<file path="src/rtl/pch_pkg.sv">
package pch_pkg;
    typedef enum logic {ST_PASS = 1'b0, ST_HDR = 1'b1} pch_state_t;

    localparam logic [1:0] TYPE_WITH_HDR = 2'b00;
    localparam logic [1:0] EXT_TS        = 2'b01;
    localparam logic [7:0] CRC_POLY      = 8'h07;
    localparam int         HDR_LEN       = 8;
    localparam int         BYTE_W        = 8;
endpackage

</file>
<file path="src/rtl/pch_crc8.sv">
module pch_crc8 #(
    parameter int DATA_W = 48
) (
    input  logic [DATA_W-1:0] data,
    output logic [7:0]        crc
);
    import pch_pkg::*;

    always_comb begin
        logic [7:0] c;
        logic       fb;
        c = 8'h00;
        for (int i = DATA_W - 1; i >= 0; i--) begin
            fb = c[7] ^ data[i];
            c  = {c[6:0], 1'b0} ^ (fb ? CRC_POLY : 8'h00);
        end
        crc = c;
    end
endmodule

</file>
<file path="src/rtl/pch_hdr_builder.sv">
module pch_hdr_builder #(
    parameter logic [7:0] START_BYTE = 8'hFB,
    parameter int         SUB_W      = 4,
    parameter int         TS_W       = 32
) (
    input  logic [SUB_W-1:0]                           subport,
    input  logic [1:0]                                 ext,
    input  logic [TS_W-1:0]                            ts,
    output logic [pch_pkg::HDR_LEN-1:0][pch_pkg::BYTE_W-1:0] hdr
);
    import pch_pkg::*;

    localparam int EXT_BYTES = HDR_LEN - 3;
    localparam int EXT_W     = EXT_BYTES * BYTE_W;
    localparam int CRC_IN_W  = BYTE_W + EXT_W;

    logic [BYTE_W-1:0]   ctrl;
    logic [EXT_W-1:0]    ext_field;
    logic [7:0]          crc;

    assign ctrl      = {TYPE_WITH_HDR, subport, ext};
    assign ext_field = (ext == EXT_TS) ? {{(EXT_W - TS_W){1'b0}}, ts} : '0;

    pch_crc8 #(.DATA_W(CRC_IN_W)) u_crc (
        .data ({ctrl, ext_field}),
        .crc  (crc)
    );

    assign hdr[0] = START_BYTE;
    assign hdr[1] = ctrl;
    generate
        for (genvar g = 0; g < EXT_BYTES; g++) begin : g_ext
            assign hdr[2+g] = ext_field[EXT_W-1-g*BYTE_W -: BYTE_W];
        end
    endgenerate
    assign hdr[HDR_LEN-1] = crc;
endmodule

</file>
<file path="src/rtl/preamble_hdr_inserter.sv">
module preamble_hdr_inserter #(
    parameter logic [7:0] START_BYTE = 8'hFB,
    parameter int         SUB_W      = 4,
    parameter int         TS_W       = 32
) (
    input  logic             clk,
    input  logic             rst_n,
    input  logic             in_valid,
    input  logic             in_sof,
    input  logic [7:0]       in_data,
    input  logic             cfg_enable,
    input  logic [SUB_W-1:0] cfg_subport,
    input  logic [1:0]       cfg_ext,
    input  logic [TS_W-1:0]  ts_ns,
    output logic             out_valid,
    output logic             out_sof,
    output logic [7:0]       out_data
);
    import pch_pkg::*;

    localparam int POS_W = $clog2(HDR_LEN);
    localparam logic [POS_W-1:0] LAST_POS = POS_W'(HDR_LEN - 1);

    pch_state_t       state, state_n;
    logic [POS_W-1:0] pos, pos_n;
    logic [SUB_W-1:0] lat_sub;
    logic [1:0]       lat_ext;
    logic [TS_W-1:0]  lat_ts;
    logic [HDR_LEN-1:0][BYTE_W-1:0] hdr;
    logic [7:0]       byte_n;
    logic             start_fr;

    assign start_fr = in_valid && in_sof;

    pch_hdr_builder #(.START_BYTE(START_BYTE), .SUB_W(SUB_W), .TS_W(TS_W)) u_build (
        .subport (lat_sub),
        .ext     (lat_ext),
        .ts      (lat_ts),
        .hdr     (hdr)
    );

    always_comb begin
        state_n = state;
        pos_n   = pos;
        if (start_fr) begin
            state_n = cfg_enable ? ST_HDR : ST_PASS;
            pos_n   = cfg_enable ? POS_W'(1) : '0;
        end else if (in_valid) begin
            unique case (state)
                ST_HDR: begin
                    if (pos == LAST_POS) begin
                        state_n = ST_PASS;
                        pos_n   = '0;
                    end else begin
                        pos_n = pos + POS_W'(1);
                    end
                end
                ST_PASS: ;
            endcase
        end
    end

    always_ff @(posedge clk) begin
        if (!rst_n) begin
            state   <= ST_PASS;
            pos     <= '0;
            lat_sub <= '0;
            lat_ext <= '0;
            lat_ts  <= '0;
        end else begin
            state <= state_n;
            pos   <= pos_n;
            if (start_fr) begin
                lat_sub <= cfg_subport;
                lat_ext <= cfg_ext;
                lat_ts  <= ts_ns;
            end
        end
    end

    always_comb begin
        byte_n = 8'h00;
        if (in_valid) begin
            if (start_fr) begin
                byte_n = cfg_enable ? START_BYTE : in_data;
            end else begin
                unique case (state)
                    ST_HDR:  byte_n = hdr[pos];
                    ST_PASS: byte_n = in_data;
                endcase
            end
        end
    end

    always_ff @(posedge clk) begin
        if (!rst_n) begin
            out_valid <= 1'b0;
            out_sof   <= 1'b0;
            out_data  <= 8'h00;
        end else begin
            out_valid <= in_valid;
            out_sof   <= start_fr;
            out_data  <= byte_n;
        end
    end
endmodule

</file>
<file path="config.mk">
export PLATFORM = sky130hd
export DESIGN_NAME = preamble_hdr_inserter
export DESIGN_NICKNAME = d
export VERILOG_FILES = /design/src/rtl/pch_pkg.sv /design/src/rtl/pch_crc8.sv /design/src/rtl/pch_hdr_builder.sv /design/src/rtl/preamble_hdr_inserter.sv
export SDC_FILE = /design/constraint.sdc
export NUM_CORES = 1
export LEC_CHECK = 0
export ABC_CLOCK_PERIOD_IN_PS = 4750
export CAP_MARGIN = 0
export CORE_ASPECT_RATIO = 0.5
export CORE_MARGIN = 1.5
export CORE_UTILIZATION = 54
export DETAILED_ROUTE_END_ITERATION = 12
export PLACE_DENSITY = 0.8
export SETUP_SLACK_MARGIN = 0.2
export SYNTH_ARGS = -nofsm -noshare
export SYNTH_HDL_FRONTEND = slang
export SYNTH_SLANG_ARGS = --single-unit
</file>
<file path="constraint.sdc">
create_clock -name clk -period 4.75 [get_ports clk]
set_clock_uncertainty 0.15 [all_clocks]
set_input_delay 0.475 -clock clk [delete_from_list [all_inputs] [get_ports clk]]
set_output_delay 0.475 -clock clk [all_outputs]
set_load 0.01 [all_outputs]
</file>
Yosys cells after proc, flatten, opt, wreduce, memory -nomap -nowiden

Index checks and enable logic that the tools add are counted.

$lt $le $gt $ge: 1
$add $sub $neg: 1
Multiplexer cells: 62
Reductions and logical operators: 5
Bitwise logic cells: 91
Equal/unequal tests: 2

Operators with widths:

| kind                                                                          | number |
|---|---|
| 8-bit by 3-bit XOR with 8-bit output                                          | 41 |
| 3-bit two-way mux                                                             | 50 |
| 32-bit two-way mux                                                            | 1 |
| 1-bit XOR                                                                     | 32 |
| 8-bit binary-select mux with 3-bit select                                     | 1 |
| 8-bit two-way mux                                                             | 3 |
| 8-bit one-hot mux with 2 select lines                                         | 1 |
| 1-bit XOR (second input constant)                                             | 8 |
| 7-bit by 3-bit XOR with 7-bit output                                          | 1 |
| 1-bit two-way mux                                                             | 6 |
| 6-bit by 3-bit XOR with 6-bit output                                          | 1 |
| 1-bit XOR (first input constant)                                              | 5 |
| 5-bit by 3-bit XOR with 5-bit output                                          | 1 |
| 3-bit by 4-bit less-than comparator with 1-bit output (second input constant) | 1 |
| 2-bit AND reduction                                                           | 2 |
| 2-bit nonzero test                                                            | 2 |
| 4-bit by 3-bit XOR with 4-bit output                                          | 1 |
| 3-bit by 1-bit adder with 3-bit output (second input constant)                | 1 |
| 3-bit == test (second input constant)                                         | 1 |
| 2-bit by 1-bit == test with 1-bit output (second input constant)              | 1 |
| 1-bit logical AND                                                             | 1 |
| 1-bit NOT                                                                     | 1 |

Output and inout bits: 10
Bits in registers: 52
Logic and storage cells: 170

Depth between registers and ports, before layout

Gate-level depths: netlist of the first run.

Word-level depth: 131
Gate-level depth with buffers: 12
Mapped depth without buffers: 10

Modules after synthesis

A second synthesis of the first run with hierarchy kept.

Cell total of the unflattened synthesis: 436
Area total of the unflattened synthesis: 4480.5 µm²

Modules (own cells, without submodules):

| module                | cells each | area each (µm²) | instances | sequential area each (µm²) |
|---|---|---|---|---|
| preamble_hdr_inserter | 269        | 2367.3          | 1         | 1041.0 |
| pch_crc8              | 103        | 1567.8          | 1         | 0.0 |
| pch_hdr_builder       | 64         | 545.5           | 1         | 0.0 |

Worst setup path before layout of the first run

Ideal clock, no wire load.

Path type: register -> register
Start point: register lat_ext[1]
End point: register out_data[1]
Cell stages (with the launch flop): 11
Library setup time: 0.062 ns
Period minus slack after synthesis: 3.469 ns
Arrival time: 3.257 ns
Required time: 4.538 ns
Setup slack: 1.281 ns
Cell sequence: dfxtp_1 > clkinv_1 > ha_1 > xor2_1 > xnor2_1 > xor3_1 > xor2_1 > xnor3_1 > xnor3_4 > a211o_1 > nand3_1

Longest elaborated chain between the ends: 60

RTL lines:

| item                                                                             | line                           | source |
|---|---|---|
| start, declared                                                                  | preamble_hdr_inserter.sv:27    | `logic [1:0] lat_ext;` |
| start signal, assigned                                                           | preamble_hdr_inserter.sv:75    | `lat_ext <= cfg_ext;` |
| 1-bit XOR                                                                        | pch_crc8.sv:14                 | `fb = c[7] ^ data[i];` |
| 3-bit two-way mux                                                                | pch_crc8.sv:15                 | `c = {c[6:0], 1'b0} ^ (fb ? CRC_POLY : 8'h00);` |
| 7-bit by 3-bit XOR with 7-bit output                                             | pch_crc8.sv:15                 |  |
| 8-bit by 3-bit XOR with 8-bit output (5 in series)                               | pch_crc8.sv:15                 |  |
| 1-bit XOR / 8-bit by 3-bit XOR with 8-bit output (equally long branches)         | pch_crc8.sv:14, pch_crc8.sv:15 |  |
| 3-bit two-way mux, or another cell as far along                                  | pch_crc8.sv:15                 |  |
| 8-bit by 3-bit XOR with 8-bit output, or another cell as far along               | pch_crc8.sv:15                 |  |
| 8-bit by 3-bit XOR with 8-bit output / 3-bit two-way mux (equally long branches) | pch_crc8.sv:15                 |  |
| (+40 left out)                                                                   | -                              |  |
| 1-bit XOR / 8-bit by 3-bit XOR with 8-bit output (equally long branches)         | pch_crc8.sv:14, pch_crc8.sv:15 |  |
| 3-bit two-way mux / 1-bit XOR (equally long branches)                            | pch_crc8.sv:15, pch_crc8.sv:14 |  |
| 8-bit by 3-bit XOR with 8-bit output / 3-bit two-way mux (equally long branches) | pch_crc8.sv:15                 |  |
| 8-bit by 3-bit XOR with 8-bit output                                             | pch_crc8.sv:15                 |  |
| 8-bit binary-select mux with 3-bit select (*)                                    | preamble_hdr_inserter.sv:88    | `ST_HDR: byte_n = hdr[pos];` |
| 8-bit two-way mux (not written as such) (*)                                      | preamble_hdr_inserter.sv:88    |  |
| 8-bit one-hot mux with 2 select lines (*)                                        | preamble_hdr_inserter.sv:87    | `unique case (state)` |
| 8-bit two-way mux (*)                                                            | preamble_hdr_inserter.sv:84    | `if (start_fr) begin` |
| end signal, assigned                                                             | preamble_hdr_inserter.sv:103   | `out_data <= byte_n;` |
| end, declared                                                                    | preamble_hdr_inserter.sv:17    | `output logic [7:0] out_data` |

Mark *: on every way between the ends. The rest lies on a longest branch, timed or not. The select of a mux whose other input is x is not followed.
A chain may end at the register's enable or synchronous reset.

Worst setup path in the final report of the first run

Start point: register lat_ext[1]
End point: register out_data[0]

Longest elaborated chain between the ends: 60

RTL lines:

| item                                                                             | line |
|---|---|
| 1-bit XOR                                                                        | pch_crc8.sv:14 |
| 3-bit two-way mux                                                                | pch_crc8.sv:15 |
| 7-bit by 3-bit XOR with 7-bit output                                             | pch_crc8.sv:15 |
| 8-bit by 3-bit XOR with 8-bit output (5 in series)                               | pch_crc8.sv:15 |
| 1-bit XOR / 8-bit by 3-bit XOR with 8-bit output (equally long branches)         | pch_crc8.sv:14, pch_crc8.sv:15 |
| 3-bit two-way mux, or another cell as far along                                  | pch_crc8.sv:15 |
| 8-bit by 3-bit XOR with 8-bit output, or another cell as far along               | pch_crc8.sv:15 |
| 8-bit by 3-bit XOR with 8-bit output / 3-bit two-way mux (equally long branches) | pch_crc8.sv:15 |
| (+35 left out)                                                                   | - |
| 8-bit by 3-bit XOR with 8-bit output (6 in series)                               | pch_crc8.sv:15 |
| 1-bit XOR                                                                        | pch_crc8.sv:14 |
| 3-bit two-way mux                                                                | pch_crc8.sv:15 |
| 8-bit by 3-bit XOR with 8-bit output                                             | pch_crc8.sv:15 |
| 8-bit binary-select mux with 3-bit select (*)                                    | preamble_hdr_inserter.sv:88 |
| 8-bit two-way mux (not written as such) (*)                                      | preamble_hdr_inserter.sv:88 |
| 8-bit one-hot mux with 2 select lines (*)                                        | preamble_hdr_inserter.sv:87 |
| 8-bit two-way mux (*)                                                            | preamble_hdr_inserter.sv:84 |

Marked as above.

==> results of run 1 <==
## worst paths after layout
| path | start | endpoint | slack (ps) |
|---|---|---|---|
| worst max-delay path | lat_ext[1] | out_data[0] | 940 |
| worst min-delay path | lat_ts[1] | lat_ts[1] | 350 |
| worst max register to register | lat_ext[1] | out_data[0] | 940 |
| worst min register to register | lat_ts[1] | lat_ts[1] | 350 |
## Yosys cell counts, types with 2 or more instances
master	n	share of area, %
sky130_fd_sc_hd__a211o_1	2	0.46
sky130_fd_sc_hd__a21boi_0	25	5.0
sky130_fd_sc_hd__a21o_1	2	0.40
sky130_fd_sc_hd__a21oi_1	13	1.7
sky130_fd_sc_hd__a22o_1	11	2.6
sky130_fd_sc_hd__a22oi_1	3	0.60
sky130_fd_sc_hd__a31oi_1	2	0.33
sky130_fd_sc_hd__and2_1	9	1.5
sky130_fd_sc_hd__and3_1	3	0.50
sky130_fd_sc_hd__buf_1	4	0.40
sky130_fd_sc_hd__clkbuf_1	22	2.2
sky130_fd_sc_hd__clkbuf_8	2	0.73
sky130_fd_sc_hd__dfxtp_1	52	28
sky130_fd_sc_hd__ha_1	3	0.99
sky130_fd_sc_hd__inv_1	4	0.40
sky130_fd_sc_hd__mux2i_1	8	2.1
sky130_fd_sc_hd__nand2_1	97	9.6
sky130_fd_sc_hd__nand2b_1	4	0.66
sky130_fd_sc_hd__nand3_1	11	1.5
sky130_fd_sc_hd__nor2_1	8	0.80
sky130_fd_sc_hd__nor2b_1	3	0.50
sky130_fd_sc_hd__o21a_1	2	0.40
sky130_fd_sc_hd__o21ai_0	21	2.8
sky130_fd_sc_hd__o31ai_1	2	0.40
sky130_fd_sc_hd__xnor2_1	32	7.4
sky130_fd_sc_hd__xnor3_1	14	8.4
sky130_fd_sc_hd__xnor3_2	2	1.3
sky130_fd_sc_hd__xnor3_4	7	4.9
sky130_fd_sc_hd__xor2_1	23	5.3
sky130_fd_sc_hd__xor3_1	9	5.7
## per-layer routing
layer,share of wire [%],global-route usage [%],vias to the layer above
met5,0,0,-
met3,13,11.0,17
met2,40,37.6,175
met1,45,40.5,1458
met4,1.6,7.06,0
li1,-,-,1493
## cell type report
type                            count  area, sq um
Timing Repair Buffer               65          638
Fill cell                         570         2170
Multi-Input combinational cell    328         2590
Clock buffer                        5          125
Sequential cell                    52         1040
Inverter                            5         18.8
Clock inverter                      3         27.5
Tap cell                           92          115
## sequential cells by signal, indices dropped and copies added (netlist names)
register	count
state	1
out_data	8
out_valid	1
out_sof	1
lat_sub	4
lat_ext	2
lat_ts	32
pos	3
## cells by family after synthesis
family / Yosys count / synth area share (%)
fa+ha+maj: 3 / 0.994
simple gates: 138 / 15.6
compound gates: 91 / 16.5
flops: 52 / 27.6
mux: 8 / 2.12
xor+xnor: 88 / 33.3
buf+inv: 33 / 3.81
## where the power goes
group | internal (mW) | total (mW) | switching [mW]
clock network | 0.201 | 0.386 | 0.186
registers | 0.456 | 0.483 | 0.0267
logic | 0.483 | 0.783 | 0.300
## through the flow
step / cells / util, %
after floorplan: 413 / -
after global placement: 542 / 65.5
after detailed placement: 542 / 65.5
after CTS: 550 / 67.7
after global routing: 550 / 67.7
final: 550 / 67.7
==> reports/summary.md, run 1 <==
In this run, post-CTS hold repair placed 0 buffers. STA classifies the critical path endpoint as a register. On the final layout, the worst hold slack is 347 ps. The data required time at the worst endpoint came out at 4820 ps. The tools report the number of DRC markers after the initial detailed-route iteration as 420. The detailed router placed 3143 vias in this run. The die span in y works out to 62.1 um. Measured in cells, the most critical reg-to-reg path has a length of 10. The most common cell after layout, fill and taps aside was sky130_fd_sc_hd__nand2_1. The share of the yosys chip area belonging to registers came out at 27.6%. For the number of global-route vias before repair, the log shows 2911. The run gives 0.00753 sq mm as the die area.

Entering global routing, the biggest net connects 31 pins. The region available for standard cell placement spans 0.00673 sq mm. Leading register cell type out of synthesis: sky130_fd_sc_hd__dfxtp_1. After synthesis the cells add up to 0.00377 sq mm. Number of enable-type register cells in the synthesized netlist: 0. Counting flops with an async set or reset pin after synthesis yields a share of 0%. The count of mapped cells out of synthesis came out at 413.

The normalized max-slew margin is 37.5%, and the synthesized area per cell is 9.14 sq um. Row generation in the floorplan step produced 21 rows. After clock tree synthesis, the clock-pin slew on the worst setup and hold paths is 80 ps.

Broken down by cell family, the worst path's largest delay share belongs to XOR/XNOR gates. The tightest min-delay check is of the reg2reg type. In this run, post-CTS repair resized a total of 0 instances.

The part of the cycle the worst path needs was 80.2%; the fraction of layout instances using a drive strength above 1 was 5.24%. The Yosys warning count is 0, and the maximum cell stage delay along the critical path is 540 ps. Relative to the synthesized area, the layout overhead comes to 20.7%. Before antenna repair, the detailed router went through 5 iterations. The count of state elements after synthesis is 52, and the number of antenna violations at the first check in global routing is 0. For the total wire length, the log shows 10100 um. In the final design database the tool counted 511 nets. The slew at the pin with the worst max-slew slack is 935 ps. Dividing the detail-routed wire length by the instance count gives 18.3 um. Static timing analysis puts the maximum clock frequency at 262 MHz.

The run gives 56.1% as the starting density of the core. Routability-driven placement finished with a final weighted congestion of 0.921. For this design the static power due to leakage is 1.87 nW.

Prior to clock tree synthesis, the placed netlist has a worst setup slack of 986 ps. The critical path runs through a total of 10 cells. The logs give 0 for the antenna diode count and 467 for the synthesized netlist net count. For the remaining global-route overflow, the log shows 0.

The worst path in the final design needs a cycle of 3810 ps, including I/O delays and setup. The clock drives 52 sinks. The critical path goes through clkinv_1, ha_1, xor2_1, xnor2_1, xor3_1, xor2_1, xnor3_1, xnor3_1, o21a_1, a211oi_1. The clock buffer count from CTS came out at 5.

Power spread over the standard cell area amounts to 363 mW/mm^2. TritonCTS built the clock tree. VDD sags by at most 0.233 mV. For the worst-skew pair, the clock arrives at the later sink with an insertion delay of 300 ps. The launching element type of the critical path was a register.

With fillers left out, the area of the finished cells amounts to 0.00456 sq mm. The run gives 0 as the count of unresolved DRC violations after routing. The top cell types in the final layout, fill and taps aside, are sky130_fd_sc_hd__nand2_1 (97), sky130_fd_sc_hd__clkdlybuf4s50_1 (60), sky130_fd_sc_hd__dfxtp_1 (52). Setup violations remaining at the end of the flow were counted as 0. For the maximum root-to-sink buffer count, the log shows 2. Setup repair after global routing left no endpoint under its margin. The critical path is of the reg2reg type.

Data on the critical path arrives at its endpoint at 3880 ps. During placement, the flow inserted port buffers numbering 60. The highest fanout seen on the critical path was 5; the total power draw was 1.65 mW. Max-cap check violation count: 0. The logs give 0.00440 sq mm for the standard cell area after detailed placement and 61 for the number of placed I/O pins.

Once routing completed, OpenROAD measured the worst setup slack at 939 ps. The final number of hold-violating endpoints is 0, and the unique cell type count in the Yosys netlist is 43. For the final routed database, the setup TNS stands at 0 ps.

The detail route stage leaves a number of antenna-violating nets equal to 0. The worst hold path depth is 1. The die is 121 um wide. The max-slew violation count was 0.

The vias per cell works out to 5.71. In the global route stage, overall resource usage came out at 27.7%. The number of buffers and inverters on the critical path came out at 1. The slowest stage of the critical path belongs to the cell sky130_fd_sc_hd__xor3_1.

The run gives 0 as the buffers inserted during post-CTS setup optimization. The first global-routing pass estimated 15600 um of wire. The run finished with clean final reports. The clock tree synthesis step divided the H-tree into 2 levels. The cell at the root of the clock tree was sky130_fd_sc_hd__clkbuf_16. The sum of net half-perimeters after detailed placement came out at 7620 um.
Note: power is estimated with default switching activity, not from simulation.
==> inputs of run 2 (changes only) <==
--- a/config.mk
+++ b/config.mk
@@ -5,13 +5,13 @@
 export SDC_FILE = /design/constraint.sdc
 export NUM_CORES = 1
 export LEC_CHECK = 0
-export ABC_CLOCK_PERIOD_IN_PS = 4750
+export ABC_CLOCK_PERIOD_IN_PS = 3500
 export CAP_MARGIN = 0
 export CORE_ASPECT_RATIO = 0.5
 export CORE_MARGIN = 1.5
-export CORE_UTILIZATION = 54
+export CORE_UTILIZATION = 49
 export DETAILED_ROUTE_END_ITERATION = 12
-export PLACE_DENSITY = 0.8
+export PLACE_DENSITY = 0.77
 export SETUP_SLACK_MARGIN = 0.2
 export SYNTH_ARGS = -nofsm -noshare
 export SYNTH_HDL_FRONTEND = slang
==> constraint.sdc (replaced) <==
create_clock -name clk -period 3.5 [get_ports clk]
set_clock_uncertainty 0.15 [all_clocks]
set_input_delay 0.35 -clock clk [delete_from_list [all_inputs] [get_ports clk]]
set_output_delay 0.35 -clock clk [all_outputs]
set_load 0.01 [all_outputs]
==> reports/summary.md, run 2 (same netlist as run 1, synthesis figures left out) <==
The final route contains 3108 vias. Total track usage: 25.8%. The tools report the type of element capturing the critical path as a register. The logs give 0 for the max-cap check violation count and 0 for the number of antenna violations at the first check in global routing.

For this design, the CTS-stage hold fixing added 0 buffers. The largest registers in the layout are lat_ts (32), out_data (8), lat_sub (4). After legalization and detailed placement, the total HPWL measured 7970 um. The first global-routing pass estimated 15900 um of wire.

Setup repair after global routing could not meet its margin everywhere. In the layout the commonest cells are sky130_fd_sc_hd__nand2_1 (97), sky130_fd_sc_hd__clkdlybuf4s50_1 (60), sky130_fd_sc_hd__dfxtp_1 (51). The run gives 1.96 nW as the leakage power. At the pin with the least slew margin, the transition time is 709 ps. The antenna diode count is 0.

The floorplan core area is 0.00740 sq mm. The signed area change from the synthesized netlist to the final layout was 25.5%; the part of the cycle the worst path needs was 93.2%. The remaining global-route overflow is 0, and the normalized max-slew margin is 52.7%.

lat_ts holds more flip-flops than any other register. For the clock latency at the later pin of the worst-skew pair, the log shows 300 ps. In the final layout, the multi-input gates occupy 0.00267 sq mm. The logs give 557 for the number of cells in the design after placement and 0.936 for the weighted congestion at the end of routability-driven global placement. The die area was 0.00827 sq mm; the wire length per cell was 18.0 um. The die is 65.1 um tall. Across the VDD grid, the largest voltage drop is 0.289 mV. The tools report the worst hold slack after final layout as 352 ps. Once the floorplan was initialized, standard cells occupied 51.0% of the core. Setup total negative slack on the finished layout was measured at 0 ps. The number of global-route vias before repair is 2865, and the layout filler cell count is 631.

The kind of path behind the tightest hold check was reg2reg. CTS built an H-tree with a depth of 2. Final number of hold-violating endpoints: 0. Setup violations remaining at the end of the flow were counted as 0.

The worst setup path is of the reg2reg kind. The fraction of layout instances using a drive strength above 1 came out at 10.9%. The worst flop-to-flop path startpoint is lat_sub[1].

The flip-flop count of the largest register, all copies and words added was 32. Origin of the worst min-delay path: lat_ts[1]. Static timing analysis puts the maximum clock frequency at 306 MHz.

Of all nets on the critical path, the largest fanout is 3. The run finished with clean final reports. During I/O placement, the number of pins put on the boundary was 61. STA puts the critical path data arrival time at 3300 ps.

Total wire length: 10200 um. Post-route antenna net violation count: 0. The clock edge transition at the registers on the reported setup and hold paths came out at 80 ps. TritonCTS built the clock tree. For this run, design rule violations remaining after detail routing come to 0. In this run the deepest clock path goes through 2 buffers. The initialized floorplan defines 22 standard-cell rows. After the last flow step, the layout net total stands at 523.

For this run, the detailed router's first-pass iteration total came to 5. In this run the worst setup path begins at lat_sub[1]. At the worst endpoint, the required time is 3540 ps.

The tools report the area used by sequential logic in the layout as 0.00104 sq mm. In this run the tool buffered the top-level ports with 60 buffer cells. The width of the die is 127 um. Leaving out fill and tap cells, the most frequent cell in the layout is sky130_fd_sc_hd__nand2_1.

The tree is rooted in a sky130_fd_sc_hd__clkbuf_16. STA classifies the critical path startpoint as a register. The finished layout holds 566 standard cells, fillers aside.

Using the TritonRoute via totals, the vias-per-cell ratio works out to 5.49. The number of clock buffers added by TritonCTS is 5. For the finished layout, the period the worst path requires is 3260 ps. Entering global routing, the biggest net connects 30 pins. In this run, the number of DRC markers left after iteration 0 of detailed routing was 378. Power spread over the standard cell area amounts to 477 mW/mm^2. CTS saw 52 sinks. The run gives 0 as the max-slew violation count.
==> run 2: cell types whose count changed in the layout (fill, tap and decap cells not counted), sizes merged <==
cell  previous run  this run
buf              5        17
==> run 2: worst max-delay path, stage by stage (launching register included) <==
cell and delay [ps]:
sky130_fd_sc_hd__dfxtp_1 390, sky130_fd_sc_hd__xor2_2 220, sky130_fd_sc_hd__xnor3_1 370, sky130_fd_sc_hd__xnor3_2 470, sky130_fd_sc_hd__xnor3_4 510, sky130_fd_sc_hd__xnor3_1 420, sky130_fd_sc_hd__xnor2_1 160, sky130_fd_sc_hd__xnor2_1 150
sky130_fd_sc_hd__o31ai_1 310
==> run 2: final timing paths <==
path,endpoint,slack (ps),cells past startpoint
max,out_data[4],240,8
min,lat_ts[1],350,1
max reg2reg,out_data[4],240,8
min reg2reg,lat_ts[1],350,1
==> run 2: final cells by class <==
cell class	count	area share (%)
Multi-Input combinational cell	328	56.4
Inverter	5	0.423
Sequential cell	52	22.0
Tap cell	96	2.54
Timing Repair Buffer	77	15.5
Clock inverter	3	0.581
Clock buffer	5	2.64
==> run 2: report_power, final <==
| part | internal, mW | switching (mW) |
|---|---|---|
| sequential | 0.619 | 0.0311 |
| clock | 0.272 | 0.242 |
| combinational | 0.657 | 0.439 |
==> run 2: repair_timing <==
action                                  in CTS  in global routing
buffers inserted                             1                  0
endpoints found under the setup margin       7                  8
resized for setup                            4                 11
pin swaps                                    1                  2
==> run 2: metal layers <==
| metal | vias up | share of wire [%] | track usage [%] |
|---|---|---|---|
| met1 | 1473 | 51 | 40.5 |
| met3 | 8 | 8.5 | 6.19 |
| met4 | 0 | 0.96 | 4.97 |
| li1 | 1506 | - | - |
| met2 | 121 | 40 | 35.3 |
| met5 | - | 0 | 0 |
==> run 2: metrics by stage <==
| step | total power, mW | cell area (sq um) | setup slack [ps] | util, % |
|---|---|---|---|---|
| after floorplan | 1.51 | 3780 | 256 | - |
| after global placement | 1.70 | 4500 | 183 | 60.8 |
| after detailed placement | 1.73 | 4500 | 51.2 | 60.8 |
| after CTS | 2.24 | 4670 | 137 | 63.1 |
| after global routing | 2.37 | 4740 | 178 | 64.0 |
| final | 2.26 | 4740 | 237 | 64.0 |
